==> config.mk <==
export PLATFORM = sky130hd
export DESIGN_NAME = sync_extract
export DESIGN_NICKNAME = d
export VERILOG_FILES = /design/src/rtl/sync_extract.sv
export SDC_FILE = /design/constraint.sdc
export NUM_CORES = 1
export LEC_CHECK = 0
export BUFFER_PORTS_ARGS = -buffer_cell sky130_fd_sc_hd__buf_2
export CORE_MARGIN = 8
export CORE_UTILIZATION = 35
export CTS_CLUSTER_DIAMETER = 150
export DETAILED_ROUTE_END_ITERATION = 8
export PLACE_DENSITY = 0.62
export SLEW_MARGIN = 40
export SYNTH_ARGS = -nofsm -noshare
export SYNTH_HDL_FRONTEND = slang
export SYNTH_SLANG_ARGS = --single-unit
==> constraint.sdc <==
create_clock -name clk -period 1.7 [get_ports clk]
set_input_delay 0.17 -clock clk [delete_from_list [all_inputs] [get_ports clk]]
set_output_delay 0.17 -clock clk [all_outputs]
set_load 0.1 [all_outputs]
==> src/rtl/sync_extract.sv <==
module sync_extract #(
  parameter int HS_LEN = 8,
  parameter int HS_W   = $clog2(HS_LEN + 1)
) (
  input  logic        clk,
  input  logic        rst_n,
  input  logic [15:0] vid_i,
  output logic [15:0] vid_o,
  output logic        de_o,
  output logic        hsync_o,
  output logic        vsync_o,
  output logic        field_o,
  output logic        err_o
);

  logic [15:0] s0, s1, s2, s3;
  logic [1:0]  code_left;
  logic        line_on;
  logic [HS_W-1:0] hs_cnt;

  wire [7:0] xyz = s0[15:8];
  wire xf = xyz[6];
  wire xv = xyz[5];
  wire xh = xyz[4];
  wire pre  = (s3[15:8] == 8'hFF) && (s2[15:8] == 8'h00) && (s1[15:8] == 8'h00);
  wire ok   = xyz[7] && (xyz[3:0] == {xv ^ xh, xf ^ xh, xf ^ xv, xf ^ xv ^ xh});
  wire good = pre && ok;

  assign hsync_o = (hs_cnt != '0);

  always_ff @(posedge clk) begin
    if (!rst_n) begin
      s0 <= '0; s1 <= '0; s2 <= '0; s3 <= '0;
      vid_o <= '0;
      de_o <= 1'b0;
      vsync_o <= 1'b0;
      field_o <= 1'b0;
      err_o <= 1'b0;
      code_left <= '0;
      line_on <= 1'b0;
      hs_cnt <= '0;
    end else begin
      s0 <= vid_i;
      s1 <= s0;
      s2 <= s1;
      s3 <= s2;
      vid_o <= s3;
      err_o <= pre && !ok;
      de_o <= !pre && (code_left == 2'd0) && line_on;

      if (pre) code_left <= 2'd3;
      else if (code_left != 2'd0) code_left <= code_left - 2'd1;

      if (good) begin
        vsync_o <= xv;
        field_o <= xf;
        line_on <= !xh && !xv;
      end

      if (good && xh) hs_cnt <= HS_W'(HS_LEN);
      else if (hs_cnt != '0) hs_cnt <= hs_cnt - 1'b1;
    end
  end

  p_de_code_r4: assert property (@(posedge clk) disable iff (!rst_n)
    (code_left != 2'd0) |-> !de_o);

  p_hs_eav_r5: assert property (@(posedge clk) disable iff (!rst_n)
    (good && xh) |=> hsync_o);

  p_vs_nodata_r6: assert property (@(posedge clk) disable iff (!rst_n)
    vsync_o |-> !de_o);

  p_err_hold_r7: assert property (@(posedge clk) disable iff (!rst_n)
    err_o |-> ($stable(vsync_o) && $stable(field_o)));

  p_err_pulse_r7: assert property (@(posedge clk) disable iff (!rst_n)
    err_o |=> !err_o);

endmodule

==> metrics.txt <==
CTS Buf Count 9; Worst Hold Depth 2; DP Cell Count 373; Max Slew Vio Count 0; Finished Layout Cells 404; die footprint 11200 µm²; post-synthesis cell count 240; Die X-Extent 106 µm; vias in the first global route 1559; H-Tree Depth 3; vias 1591; Placer Congestion 0.731; CP max FO 7; CP arrival 1.95 ns; post-route antenna net violation count 0; Yosys reg bits 91; All-Layer GR Usage 0.0771; layout cells sized above 1 0.268; area grow syn2layout 25.7%; clk_lat worst skew 0.35 ns; Syn Area/Cell 11.7 µm²; GR peak layer met2; hold_sp vid_i[9]; Bufs on Longest Clock Path 2; final worst-path cycle share 0.983; DRC 0; P_leak 1.55 nW; Max Cap Violations 0; r2r worst-path depth 5; syn nets 262; largest net degree at the start of global routing 57; Core ar. 7770 µm²; Post-DP HPWL 2820 µm; final setup margin 0.0292 ns; Slew @ Worst Pin 0.505 ns; synthesized cell area 2810 µm²; number of distinct library cells after synthesis 29; Clock transition at path regs 0.09 ns; Clock Skew 0.00694 ns; Pwr Density 1320 nW/µm²; global-route wire length before repair 6820 µm; Nets 319; RSZ-0062 raised after global routing yes; Crit Path Class reg -> reg; CTS root buf clkbuf_8; vias per cell 3.94; Place WS -0.0300 ns; FP Rows 32; setup violators final 0; post-synth top area cell dfxtp_1; fmax 0.599 GHz; IO Port Bufs 38; Synth Warn # 0; peak supply drop 0.570 mV; commonest non-fill, non-tap cell in the layout dfxtp_1; area share of the largest cell type after synthesis 0.648; Startpoint Class flip-flop; Post-DP Area 3130 µm²; Critical Path Source s0[14]; met3 Track Usage GR 0.0305; WP data required 1.98 ns; commonest cells after routing, fill and taps aside 87 x dfxtp_1, 77 x and2_1, 37 x buf_2; routed wire length 4260 µm; routing usage on met2 0.118; top cells by area, synth dfxtp_1 65%, and2_1 17%, ha_1 1.8%, mux2i_1 1.8%, clkbuf_1 1.2%; top-level port count 39; final hold violation count 0; Slew headroom 0.663; outcome complete, no violations; Iter 0 DRT Violations 38; Die Height 106 µm; Overflow after GRT 0; Initial Utilization 0.362; routed len/inst 10.5 µm; Final min period 1.67 ns; initial antenna violation count 0; met1 usage 0.0826; Power, Total 4.68 mW; worst hold path class in -> reg; ANT cells 0; DRT Pass-1 Iters 4; RR Startpoint s0[14]; Non-Filler Cell Area, Final 3540 µm²; Setup crit end kind flip-flop; CTS tree yes; clock sinks 91; sequential element share of the synthesized area 0.648
[metrics by stage]
| step | hold slack [ns] | utilization | setup TNS (ns) |
|---|---|---|---|
| 2_1_floorplan | 0.297 | - | -0.0845 |
| 3_3_place_gp | 0.376 | 0.403 | 0 |
| 3_5_place_dp | 0.378 | 0.403 | -0.0507 |
| 4_1_cts | 0.00245 | 0.442 | 0 |
| 5_1_grt | 0.0104 | 0.455 | -0.164 |
| 6_report | 0.0203 | 0.455 | 0 |
[power breakdown]
| group | internal (mW) | leakage, nW | switching [mW] | total [mW] |
|---|---|---|---|---|
| combinational | 0.492 | 0.707 | 0.556 | 1.05 |
| clock | 0.569 | 0.0947 | 0.795 | 1.36 |
| sequential | 2.22 | 0.744 | 0.0481 | 2.27 |
| total | 3.29 | 1.55 | 1.40 | 4.68 |
[routing by layer]
metal	vias up	wire length, µm
li1	869	-
met1	675	2090
met2	37	1810
met3	10	233
met4	0	135
met5	-	0
[path summary, 6_finish.rpt]
path                                end  slack [ns]
worst min register to register    s2[4]        0.43
worst max register to register  field_o        0.03
worst max-delay path            field_o        0.03
worst min-delay path              s0[9]        0.02
[critical path, cell delays in order (launching register included)]
cell and delay [ns]:
dfxtp_2 0.34, xor2_1 0.17, or3_4 0.41, a2111oi_4 0.30, buf_6 0.18, mux2i_1 0.20
[Yosys cell counts]
library cell	number
nor4b_1	2
and4_1	1
ha_1	4
nor3b_1	2
nand2_1	9
or3_1	1
a21oi_1	4
nor2_1	1
and3b_1	1
nand4_1	1
xnor3_4	1
nor3_1	1
xor2_1	3
and2_1	77
clkbuf_1	9
inv_1	9
o21a_1	2
dfxtp_1	91
a21o_1	1
nor4bb_1	1
xnor2_1	3
nor4_1	2
a22o_1	1
mux2i_1	5
and2_2	1
buf_6	2
or3_4	1
nand3_1	3
a2111oi_4	1
[cell families (layout without fill, tap and decap cells)]
group	after synthesis	count (layout)	synth area share
buffers and inverters	20	82	0.0320
flip-flops	91	91	0.648
AND/OR/NAND/NOR	104	104	0.229
multiplexers	5	5	0.0178
AO/OA/AOI/OAI	9	9	0.0280
adder cells (fa/ha/maj)	4	4	0.0178
XOR/XNOR	7	7	0.0280
[area by class of cell]
type | count | area, µm²
Tap cell | 102 | 128
Inverter | 9 | 38.8
Sequential cell | 91 | 1830
Fill cell | 743 | 4230
Multi-Input combinational cell | 129 | 958
Clock buffer | 9 | 124
Clock inverter | 7 | 65.1
Timing Repair Buffer | 57 | 393
[state kept, by name, indices dropped and copies added (netlist names), 2 cells and up]
name	flops
code_left	2
s1	16
s3	16
s2	16
vid_o	16
s0	16
hs_cnt	4
[what timing repair did]
item                                    4_1_cts  5_1_grt
endpoints found under the setup margin        3        8
pin swaps                                     2        5
resized for setup                             4       16
buffers inserted                              1        4
endpoints found under the hold margin        10        0
hold buffers                                 10        0
(Power assumes the default switching activity.)
